**src/rtl/dmaprog_pkg.sv**
```systemverilog
package dmaprog_pkg;

   // control-region operations, selected by addr[2:0] when addr msb is set
   typedef enum logic [2:0] {
      CTL_CMD     = 3'd0,
      CTL_MODE    = 3'd1,
      CTL_SHARED  = 3'd2,
      CTL_MASKALL = 3'd3,
      CTL_PTRCLR  = 3'd4,
      CTL_PTRSET  = 3'd5,
      CTL_MCLR    = 3'd6,
      CTL_MASKCLR = 3'd7
   } ctl_op_e;

endpackage

```
**src/rtl/dmaprog_strobe.sv**
```systemverilog
module dmaprog_strobe (
   input  logic clk,
   input  logic rst,
   input  logic cs_n,
   input  logic hlda,
   input  logic ior_n,
   input  logic iow_n,
   output logic rd_pulse,
   output logic wr_pulse
);
   logic sel, rd_on, wr_on, rd_seen, wr_seen;

   assign sel   = !cs_n && !hlda;
   assign rd_on = sel && !ior_n && iow_n;
   assign wr_on = sel && !iow_n && ior_n;

   always_ff @(posedge clk or posedge rst) begin
      if (rst) begin
         rd_seen <= 1'b0;
         wr_seen <= 1'b0;
      end else begin
         rd_seen <= rd_on;
         wr_seen <= wr_on;
      end
   end

   assign rd_pulse = rd_on && !rd_seen;
   assign wr_pulse = wr_on && !wr_seen;
endmodule

```
**src/rtl/dmaprog_byteptr.sv**
```systemverilog
module dmaprog_byteptr (
   input  logic clk,
   input  logic rst,
   input  logic clr,
   input  logic set,
   input  logic flip,
   output logic ptr
);
   always_ff @(posedge clk or posedge rst) begin
      if (rst)       ptr <= 1'b0;
      else if (clr)  ptr <= 1'b0;
      else if (set)  ptr <= 1'b1;
      else if (flip) ptr <= !ptr;
   end
endmodule

```
**src/rtl/dmaprog_maskwidth.sv**
```systemverilog
module dmaprog_maskwidth #(
   parameter int CH_BITS       = 2,
   parameter int NUM_CH        = 1 << CH_BITS,
   parameter int DATA_W        = 8,
   parameter bit WIDTH_SUPPORT = 1'b1
) (
   input  logic              clk,
   input  logic              rst,
   input  logic              mclr,
   input  logic              wide_en,
   input  logic              shared_wr,
   input  logic              all_wr,
   input  logic              clr_all,
   input  logic [DATA_W-1:0] din,
   output logic [NUM_CH-1:0] mask,
   output logic [NUM_CH-1:0] width
);
   localparam int SET_BIT = CH_BITS;
   localparam int SEL_BIT = CH_BITS + 1;
   localparam int WID_LO  = NUM_CH;

   logic width_wr, single_wr;
   logic [CH_BITS-1:0] tgt;

   assign width_wr  = shared_wr && WIDTH_SUPPORT && wide_en && !din[SEL_BIT];
   assign single_wr = shared_wr && !width_wr;
   assign tgt       = din[CH_BITS-1:0];

   for (genvar c = 0; c < NUM_CH; c++) begin : g_mask
      always_ff @(posedge clk or posedge rst) begin
         if (rst)                                    mask[c] <= 1'b1;
         else if (mclr)                              mask[c] <= 1'b1;
         else if (clr_all)                           mask[c] <= 1'b0;
         else if (all_wr)                            mask[c] <= din[c];
         else if (single_wr && tgt == CH_BITS'(c))   mask[c] <= din[SET_BIT];
      end
   end

   if (WIDTH_SUPPORT) begin : g_width
      always_ff @(posedge clk or posedge rst) begin
         if (rst)           width <= '1;
         else if (mclr)     width <= '1;
         else if (width_wr) width <= din[WID_LO +: NUM_CH];
      end
   end else begin : g_no_width
      assign width = '1;
   end
endmodule

```
**src/rtl/dmaprog_progregs.sv**
```systemverilog
module dmaprog_progregs #(
   parameter int CH_BITS = 2,
   parameter int NUM_CH  = 1 << CH_BITS,
   parameter int DATA_W  = 8,
   parameter int MODE_W  = DATA_W - CH_BITS
) (
   input  logic                     clk,
   input  logic                     rst,
   input  logic                     mclr,
   input  logic                     cmd_wr,
   input  logic                     mode_wr,
   input  logic                     mode_rd,
   input  logic                     idx_clr,
   input  logic [DATA_W-1:0]        din,
   output logic [DATA_W-1:0]        cmd,
   output logic [NUM_CH*MODE_W-1:0] modes,
   output logic [DATA_W-1:0]        mode_rd_val
);
   logic [MODE_W-1:0]  mode_r [NUM_CH];
   logic [CH_BITS-1:0] idx;

   always_ff @(posedge clk or posedge rst) begin
      if (rst)         cmd <= '0;
      else if (mclr)   cmd <= '0;
      else if (cmd_wr) cmd <= din;
   end

   always_ff @(posedge clk or posedge rst) begin
      if (rst)                     idx <= '0;
      else if (mclr || idx_clr)    idx <= '0;
      else if (mode_rd)            idx <= idx + CH_BITS'(1);
   end

   for (genvar c = 0; c < NUM_CH; c++) begin : g_mode
      always_ff @(posedge clk or posedge rst) begin
         if (rst)
            mode_r[c] <= '0;
         else if (mode_wr && din[CH_BITS-1:0] == CH_BITS'(c))
            mode_r[c] <= din[DATA_W-1:CH_BITS];
      end
      assign modes[c*MODE_W +: MODE_W] = mode_r[c];
   end

   assign mode_rd_val = {mode_r[idx], idx};
endmodule

```
**src/rtl/dmaprog_regif.sv**
```systemverilog
module dmaprog_regif #(
   parameter int CH_BITS       = 2,
   parameter int NUM_CH        = 1 << CH_BITS,
   parameter int DATA_W        = 8,
   parameter int ADDR_W        = CH_BITS + 2,
   parameter int MODE_W        = DATA_W - CH_BITS,
   parameter bit WIDTH_SUPPORT = 1'b1
) (
   input  logic                     clk,
   input  logic                     rst,
   input  logic                     cs_n,
   input  logic                     ior_n,
   input  logic                     iow_n,
   input  logic                     hlda,
   input  logic [ADDR_W-1:0]        addr,
   input  logic [DATA_W-1:0]        din,
   input  logic                     wide_en,
   output logic [DATA_W-1:0]        dout,
   output logic                     byte_hi,
   output logic [NUM_CH-1:0]        addr_we,
   output logic [NUM_CH-1:0]        cnt_we,
   output logic [NUM_CH-1:0]        addr_re,
   output logic [NUM_CH-1:0]        cnt_re,
   output logic [NUM_CH-1:0]        mask_o,
   output logic [NUM_CH-1:0]        width_o,
   output logic [DATA_W-1:0]        cmd_o,
   output logic [NUM_CH*MODE_W-1:0] mode_o
);
   import dmaprog_pkg::*;

   localparam int NUM_OPS = 8;

   initial begin
      assert (CH_BITS >= 2) else $fatal(1, "CH_BITS must be at least 2");
      assert (NUM_CH == (1 << CH_BITS)) else $fatal(1, "NUM_CH must equal 2**CH_BITS");
      assert (ADDR_W == CH_BITS + 2) else $fatal(1, "ADDR_W must equal CH_BITS+2");
      assert (DATA_W >= 2 * NUM_CH) else $fatal(1, "DATA_W too small for mask and width");
      assert (MODE_W == DATA_W - CH_BITS) else $fatal(1, "MODE_W inconsistent");
   end

   logic               rd_p, wr_p, ctl_hit, is_cnt, chan_acc;
   logic [CH_BITS-1:0] chan;
   ctl_op_e            op;
   logic [NUM_OPS-1:0] op_wr, op_rd;
   logic [DATA_W-1:0]  mode_rd_val, shared_rd_val, rd_val;
   logic [NUM_CH-1:0]  width_rd;

   dmaprog_strobe u_strobe (
      .clk(clk), .rst(rst), .cs_n(cs_n), .hlda(hlda),
      .ior_n(ior_n), .iow_n(iow_n), .rd_pulse(rd_p), .wr_pulse(wr_p)
   );

   assign ctl_hit  = addr[ADDR_W-1];
   assign chan     = addr[CH_BITS:1];
   assign is_cnt   = addr[0];
   assign op       = ctl_op_e'(addr[2:0]);
   assign chan_acc = (rd_p || wr_p) && !ctl_hit;

   for (genvar k = 0; k < NUM_OPS; k++) begin : g_ops
      assign op_wr[k] = wr_p && ctl_hit && (op == ctl_op_e'(k));
      assign op_rd[k] = rd_p && ctl_hit && (op == ctl_op_e'(k));
   end

   for (genvar c = 0; c < NUM_CH; c++) begin : g_chan
      logic hit;
      assign hit        = !ctl_hit && (chan == CH_BITS'(c));
      assign addr_we[c] = wr_p && hit && !is_cnt;
      assign cnt_we[c]  = wr_p && hit &&  is_cnt;
      assign addr_re[c] = rd_p && hit && !is_cnt;
      assign cnt_re[c]  = rd_p && hit &&  is_cnt;
   end

   dmaprog_byteptr u_ptr (
      .clk(clk), .rst(rst),
      .clr(op_wr[CTL_PTRCLR] || op_wr[CTL_MCLR]),
      .set(op_wr[CTL_PTRSET]),
      .flip(chan_acc),
      .ptr(byte_hi)
   );

   dmaprog_maskwidth #(
      .CH_BITS(CH_BITS), .NUM_CH(NUM_CH), .DATA_W(DATA_W), .WIDTH_SUPPORT(WIDTH_SUPPORT)
   ) u_mw (
      .clk(clk), .rst(rst),
      .mclr(op_wr[CTL_MCLR]),
      .wide_en(wide_en),
      .shared_wr(op_wr[CTL_SHARED]),
      .all_wr(op_wr[CTL_MASKALL]),
      .clr_all(op_wr[CTL_MASKCLR]),
      .din(din),
      .mask(mask_o),
      .width(width_o)
   );

   dmaprog_progregs #(
      .CH_BITS(CH_BITS), .NUM_CH(NUM_CH), .DATA_W(DATA_W), .MODE_W(MODE_W)
   ) u_prog (
      .clk(clk), .rst(rst),
      .mclr(op_wr[CTL_MCLR]),
      .cmd_wr(op_wr[CTL_CMD]),
      .mode_wr(op_wr[CTL_MODE]),
      .mode_rd(op_rd[CTL_MODE]),
      .idx_clr(op_rd[CTL_PTRCLR]),
      .din(din),
      .cmd(cmd_o),
      .modes(mode_o),
      .mode_rd_val(mode_rd_val)
   );

   assign width_rd      = wide_en ? width_o : '1;
   assign shared_rd_val = DATA_W'({width_rd, mask_o});

   always_comb begin
      rd_val = '0;
      if (op_rd[CTL_MODE])   rd_val = mode_rd_val;
      if (op_rd[CTL_SHARED]) rd_val = shared_rd_val;
   end

   always_ff @(posedge clk or posedge rst) begin
      if (rst)       dout <= '0;
      else if (rd_p) dout <= rd_val;
   end
endmodule

```
**config.mk**
```make
export PLATFORM = sky130hd
export DESIGN_NAME = dmaprog_regif
export DESIGN_NICKNAME = d
export VERILOG_FILES = /design/src/rtl/dmaprog_pkg.sv /design/src/rtl/dmaprog_strobe.sv /design/src/rtl/dmaprog_byteptr.sv /design/src/rtl/dmaprog_maskwidth.sv /design/src/rtl/dmaprog_progregs.sv /design/src/rtl/dmaprog_regif.sv
export SDC_FILE = /design/constraint.sdc
export NUM_CORES = 1
export LEC_CHECK = 0
export ABC_AREA = 1
export BUFFER_PORTS_ARGS = -buffer_cell sky130_fd_sc_hd__buf_2
export CORE_ASPECT_RATIO = 1.5
export CORE_UTILIZATION = 35
export CTS_CLUSTER_DIAMETER = 50
export DETAILED_ROUTE_END_ITERATION = 10
export GPL_TIMING_DRIVEN = 0
export HOLD_SLACK_MARGIN = 0.02
export PLACE_DENSITY = 0.55
export REMOVE_ABC_BUFFERS = 1
export SLEW_MARGIN = 20
export SYNTH_ARGS = -nofsm -noshare
export SYNTH_HDL_FRONTEND = slang
export SYNTH_HIERARCHICAL = 1
export SYNTH_SLANG_ARGS = --single-unit
```
**constraint.sdc**
```tcl
create_clock -name clk -period 2.17 [get_ports clk]
set_input_delay 0.1085 -clock clk [delete_from_list [all_inputs] [get_ports clk]]
set_output_delay 0.1085 -clock clk [all_outputs]
set_load 0.05 [all_outputs]
```
======== Word-level counts from Yosys, hierarchy flattened ========
Index checks and enable logic that the tools add are counted.
storage, ports and cells
  flip-flop bits (word level) ............. 53
  latch bits .............................. 0
  memory bits (writable) .................. 0
  memory bits (read-only) ................. 0
  input port bits ......................... 19
  word-level logic and storage cells ...... 147
  memories ................................ 0
cells by class
  $add $sub $neg .......................... 1
  multiply operators ...................... 0
  div/mod/pow operators ................... 0
  magnitude comparators ................... 1
  equal/unequal tests ..................... 13
  shift-type cells ........................ 0
  mux-type cells .......................... 31
  bitwise operators ....................... 1
  reductions and logical operators ........ 85
operator list
  cell                   count
  $logic_and A1 B1 Y1    60
  $mux W8                4
  $mux W1                19
  $reduce_bool A4 Y1     4
  $bmux W6 S2            1
  $eq A3 B3 Y1 const B   4
  $mux W4                3
  $mux W6                2
  $logic_not A1 Y1       11
  $eq A2 B2 Y1 const B   4
  $eq A3 B2 Y1 const B   2
  $reduce_bool A2 Y1     3
  $eq A2 B1 Y1 const B   2
  $logic_not A2 Y1       2
  $mux W2                2
  $eq A3 B1 Y1 const B   1
  $ge A3 B3 Y1 const B   1
  $logic_not A3 Y1       1
  $logic_or A1 B1 Y1     3
  $not A2 Y3             1
  $reduce_bool A3 Y1     1
  $add A2 B1 Y2 const B  1

======== Logic depth before layout (Yosys ltp) ========
  depth in word-level cells ............... 16
  depth in mapped cells ................... 15

======== Hierarchy ========
The synthesis kept the hierarchy.
by module, submodules not included
  module             times used  cells an instance  area an instance (sq um)  seq. area each (sq um)
  dmaprog_progregs   1           220                1750.4                    850.8
  dmaprog_regif      1           106                674.4                     200.2
  dmaprog_maskwidth  1           71                 480.5                     210.2
  dmaprog_strobe     1           14                 102.6                     50.0
  dmaprog_byteptr    1           10                 72.6                      25.0

======== Least setup slack after synthesis ========
OpenSTA, ideal clock, no wires.
  kind .................................... flip-flop to flip-flop
  start point ............................. register u_strobe.wr_seen
  end point ............................... register u_mw.width[0]
  setup time .............................. 0.062 ns
  data arrival time ....................... 1.631 ns
  slack ................................... 0.477 ns
  cell stages (with the launch flop) ...... 10
  path buffers ............................ 0
  path through ............................ dfrtp_1 nor2_2 nand2_1 inv_1 nand2_1 nor2_1 inv_2 nand2_1 o21ai_0 nand2_1
RTL lines
  element                                               RTL line                 RTL
  from (decl)                                           dmaprog_strobe.sv:11     logic sel, rd_on, wr_on, rd_seen, wr_seen;
  from (signal assigned)                                dmaprog_strobe.sv:23     wr_seen <= wr_on;
  $logic_not A1 Y1 (*)                                  dmaprog_strobe.sv:28     assign wr_pulse = wr_on && !wr_seen;
  $logic_and A1 B1 Y1 (*)                               dmaprog_strobe.sv:28
  net wr_p                                              dmaprog_regif.sv:41      logic rd_p, wr_p, ctl_hit, is_cnt, chan_acc;
  $logic_and A1 B1 Y1 (*) (2 in a row)                  dmaprog_regif.sv:60      assign op_wr[k] = wr_p && ctl_hit && (op == ctl_op_e'(k));
  net op_wr[6]                                          dmaprog_regif.sv:44      logic [NUM_OPS-1:0] op_wr, op_rd;
  $mux W4 / $reduce_bool A2 Y1 (equally long branches)  --
  to (signal assigned)                                  dmaprog_maskwidth.sv:43  else if (width_wr) width <= din[WID_LO +: NUM_CH];
  to (decl)                                             dmaprog_maskwidth.sv:16  output logic [NUM_CH-1:0] width
Mark *: on every way through the listed nets, which the timed path passes. The rest lies on a longest branch.
A chain may end at the register's enable or synchronous reset.

======== Worst setup path after layout ========
  start point ............................. register u_strobe.wr_seen
  end point ............................... register u_prog.mode_r (netlist bit u_prog/modes[21])
between the ends
  longest elaborated chain between the ends .. 5
ends and longest elaborated chain
  element                           RTL line                RTL
  $logic_not A1 Y1                  dmaprog_strobe.sv:28
  $logic_and A1 B1 Y1               dmaprog_strobe.sv:28
  net wr_p                          dmaprog_regif.sv:41
  $logic_and A1 B1 Y1 (2 in a row)  dmaprog_regif.sv:60
  net op_wr[1]                      dmaprog_regif.sv:44
  $logic_and A1 B1 Y1               dmaprog_progregs.sv:38  else if (mode_wr && din[CH_BITS-1:0] == CH_BITS'(c))
  to (signal, indexed assignment)   dmaprog_progregs.sv:39  mode_r[c] <= din[DATA_W-1:CH_BITS];
  to (decl)                         dmaprog_progregs.sv:19  logic [MODE_W-1:0] mode_r [NUM_CH];
The timed path passes the listed nets, and every way through them passes these cells.

==> run summary <==
The run finished with clean final reports. The setup TNS after final layout came out at 0 ps. The maximum net fanout on the critical path is 15. The path class of the tightest hold or removal check is input port to register. The count of endpoints failing hold in the final timing report is 0.

The cell area that synthesis handed to floorplanning was 3080 um^2. The deepest level of the CTS H-tree came out at 2. The biggest area contributor in the post-synthesis netlist is sky130_fd_sc_hd__dfrtp_1. The weighted congestion at the end of routability-driven global placement is 0.808. In the final layout, flip-flops and latches occupy 1340 um^2. The floorplan die width is 78.6 um. The worst setup slack for register-to-register paths came out at 170 ps. The worst setup path is launched from a register.

The overall overflow remaining after global route is 0. The element type at the critical path end is a register. The synthesized instance count came out at 421. Measured against its own limit, the worst slew margin works out to 0.496. The maximum number of pins on one net before global-route repair came out at 35. The number of register bits inferred by synthesis is 53. The cell count of the worst hold path came out at 4.

Counting the fill cells in the layout gives 928. The number of cells on the critical path is 9. Counting the buffers created by CTS gives 5.

TritonCTS built the clock tree. After synthesis, the cell types taking the most area are sky130_fd_sc_hd__dfrtp_1 (37%), sky130_fd_sc_hd__nand2_1 (17%), sky130_fd_sc_hd__nand3_1 (8.1%). The worst-skew pair later-pin latency came out at 290 ps. The total count of max-transition violations in the final report is 0. The count of input and output buffers is 83. The minimum period implied by the final worst setup slack came out at 2000 ps. The combined global-route utilization of all metal layers is 0.194. In this run, the number of DRC markers left after iteration 0 of detailed routing was 148. The async set-reset flop share out of synthesis is 1.00. The vias per cell is 4.85. The number of sinks on the clock net came out at 53. The antenna violation net count after detailed routing came out at 0.

The initial antenna violation count came to 0. The worst-case clock skew is 3.14 ps. After detailed routing, the number of remaining DRC violations is 0. The total number of placement rows is 41. The sequential-to-total area share from yosys stat is 0.434.

The count of pins on the block boundary is 84. The area of the multi-input gates came out at 1380 um^2. Counting stages on the worst path, the most repeated cell is sky130_fd_sc_hd__nand2_1. The total wire length after detailed routing is 8340 um.

From synthesis to final layout, the design area changed by 19.6%. The initial standard-cell utilization of the core is 0.364. The max-capacitance violation count came out at 0. The number of warnings printed during yosys synthesis came out at 6.

The cell depth of the worst flop-to-flop path came out at 9. The average wire per standard cell is 13.8 um. The detailed-route via count is 2934. The slew at the pin with the worst max-slew slack came out at 756 ps. The count of nets after finishing is 517. The number of setup buffers added after CTS came out at 0. In this run the mean area of a mapped cell was 7.32 um^2. The top cell type's share of synthesized area is 0.366.

The endpoint with the worst hold slack is u_strobe/wr_seen$_DFF_PP0_. The core occupancy in the finished layout came out at 0.435. The worst setup path is of the register to register kind.

Counting flops with a built-in enable in the synthesized netlist gives 0. The total iterations of the first detailed-routing run is 4. The worst supply voltage drop on vdd came out at 0.312 mV. The largest individual stage delay along the critical path comes from the cell sky130_fd_sc_hd__dfrtp_1. The number of global-route vias before repair is 2814. Of the available clock period, the critical path in the final layout requires 0.922. Traced cell by cell, the critical path runs through nor2_2 -> nand2_1 -> inv_1 -> nand2_1 -> nor2_4 -> buf_8 -> nand3_2 -> nand2_1 -> o21ai_2. The die footprint is 9190 um^2.

The placeable core region came out at 8460 um^2. The leakage power figure came out at 2.13 nW. The HPWL after detailed placement is 6290 um. The overall die height is 117 um. The number of buffers on the longest clock path is 2. In this run the most critical hold path is launched from cs_n. The endpoint of the lowest-slack register-to-register path is u_prog/modes[21]$_DFFE_PP0P_.

The first-pass GRT wire length came out at 13500 um. The maximum achievable frequency is 500 MHz. Synthesis instantiated 25 different standard cells from the library.

In the synthesized netlist the dominant register cell turns out to be sky130_fd_sc_hd__dfrtp_1. The total inserted antenna cells is 0. The critical path's top delay family is simple AND/OR/NAND/NOR gates. Counting both buffers and inverters, the worst setup path holds a total of 2. The beginning of the worst register-to-register path is u_strobe/wr_seen$_DFF_PP0_.

For the worst setup path, the data arrival time is 2170 ps. The stage delay of the slowest cell on the critical path came out at 380 ps. The areal power density over the cells is 666 nW/um^2.

Setup repair after global routing left no endpoint under its margin. The clock-pin slew reported for the worst setup and hold paths after clock tree synthesis came out at 70 ps. Setup violations remaining at the end of the flow were counted as 0.

In this run the clock root is driven by a sky130_fd_sc_hd__clkbuf_16. STA puts the critical path data required time at 2350 ps. In the final layout, the share of cells above drive strength 1 is 0.269.
Yosys cell counts (3+ instances only):
cell type	instances
sky130_fd_sc_hd__nand2_1	138
sky130_fd_sc_hd__inv_1	55
sky130_fd_sc_hd__nand3_1	50
sky130_fd_sc_hd__dfrtp_1	45
sky130_fd_sc_hd__nor2_1	35
sky130_fd_sc_hd__nand4_1	27
sky130_fd_sc_hd__inv_2	10
sky130_fd_sc_hd__o21ai_1	9
sky130_fd_sc_hd__dfstp_2	8
sky130_fd_sc_hd__o21ai_2	6
sky130_fd_sc_hd__buf_2	5
sky130_fd_sc_hd__buf_4	5
sky130_fd_sc_hd__buf_6	4
sky130_fd_sc_hd__nor2_2	4
sky130_fd_sc_hd__o21ai_0	4
sky130_fd_sc_hd__nand3_2	3
repair_timing:
| item | 4_1_cts | 5_1_grt |
|---|---|---|
| hold endpoints to repair | 45 | 0 |
| hold buffers | 1 | 0 |
| gates resized for setup | 1 | 1 |
| setup endpoints to repair | 1 | 6 |
per-stage QoR:
| stage | cell area, um^2 | total power (W) | instances | hold WS, ps | setup WS, ps |
|---|---|---|---|---|---|
| 4_1_cts | 3680 | 0.00249 | 605 | 104 | 56.3 |
| 2_1_floorplan | 2960 | 0.00151 | 406 | -163 | -226 |
| 3_5_place_dp | 3520 | 0.00168 | 597 | -5.71 | -30.3 |
| 6_report | 3680 | 0.00245 | 605 | 105 | 170 |
| 5_1_grt | 3680 | 0.00256 | 605 | 130 | 15.4 |
| 3_3_place_gp | 3510 | 0.00167 | 596 | -12.6 | -962 |
sequential cells by signal, summed over array words and instances (netlist names):
signal            flops
u_mw/mask             4
u_prog/modes         24
u_ptr/ptr             1
u_strobe/rd_seen      1
u_strobe/wr_seen      1
dout                  8
u_prog/cmd            8
u_prog/idx            2
u_mw/width            4
cells in the final DEF, fill, tap and decap left out, types with 2 or more instances in the layout:
| master | count |
|---|---|
| sky130_fd_sc_hd__o21ai_2 | 6 |
| sky130_fd_sc_hd__clkbuf_16 | 5 |
| sky130_fd_sc_hd__nor2_2 | 5 |
| sky130_fd_sc_hd__nand3_2 | 3 |
| sky130_fd_sc_hd__o21ai_1 | 9 |
| sky130_fd_sc_hd__nor2_4 | 3 |
| sky130_fd_sc_hd__nand3_1 | 50 |
| sky130_fd_sc_hd__dfrtp_1 | 45 |
| sky130_fd_sc_hd__nand3_4 | 2 |
| sky130_fd_sc_hd__nand4_1 | 27 |
| sky130_fd_sc_hd__inv_1 | 54 |
| sky130_fd_sc_hd__nand2_1 | 138 |
| sky130_fd_sc_hd__inv_2 | 11 |
| sky130_fd_sc_hd__inv_4 | 2 |
| sky130_fd_sc_hd__buf_2 | 83 |
| sky130_fd_sc_hd__nor2_1 | 33 |
| sky130_fd_sc_hd__dfstp_2 | 8 |
| sky130_fd_sc_hd__nor3_1 | 2 |
| sky130_fd_sc_hd__o21ai_0 | 4 |
worst min-delay path: cells and delay by family:
family | cells | cell delay, ps
buffers and inverters | 2 | 130
AND/OR/NAND/NOR | 2 | 120
layout make-up:
| type | count | share of cell area |
|---|---|---|
| clock buffer | 7 | 0.0387 |
| inverter | 67 | 0.0696 |
| multi-input combinational | 286 | 0.373 |
| sequential | 53 | 0.363 |
| tap | 107 | 0.0363 |
| timing repair buffer | 85 | 0.120 |
kinds of logic after synthesis:
group,Yosys count,synth area share
DFF,53,0.434
AOI/OAI and AO/OA,20,0.0410
and+or+nand+nor,266,0.402
buffers and inverters,82,0.123
metal layers:
metal | vias up | share of wire | global-route usage
li1 | 1488 | - | -
met1 | 1365 | 0.42 | 0.218
met2 | 71 | 0.52 | 0.362
met3 | 10 | 0.040 | 0.0264
met4 | 0 | 0.025 | 0.0852
met5 | - | 0 | 0
power by group:
part | switching, W | internal (W) | leakage [nW]
clock network | 0.000345 | 0.000454 | 0.0700
registers | 0.0000552 | 0.00107 | 0.703
logic | 0.000407 | 0.000126 | 1.36
how the worst max path moves through the flow:
stage | from | end
final | u_strobe/wr_seen$_DFF_PP0_ | u_prog/modes[21]$_DFFE_PP0P_
after global routing | u_strobe/wr_seen$_DFF_PP0_ | u_mw/width[3]$_DFFE_PP1P_
after CTS | u_strobe/wr_seen$_DFF_PP0_ | u_prog/modes[23]$_DFFE_PP0P_
after detailed placement | hlda | u_mw/width[3]$_DFFE_PP1P_
after global placement | hlda | u_prog/modes[23]$_DFFE_PP0P_
after floorplan | u_strobe/wr_seen$_DFF_PP0_ | u_prog/modes[18]$_DFFE_PP0P_
No activity file was read; power rests on OpenSTA's default activity.
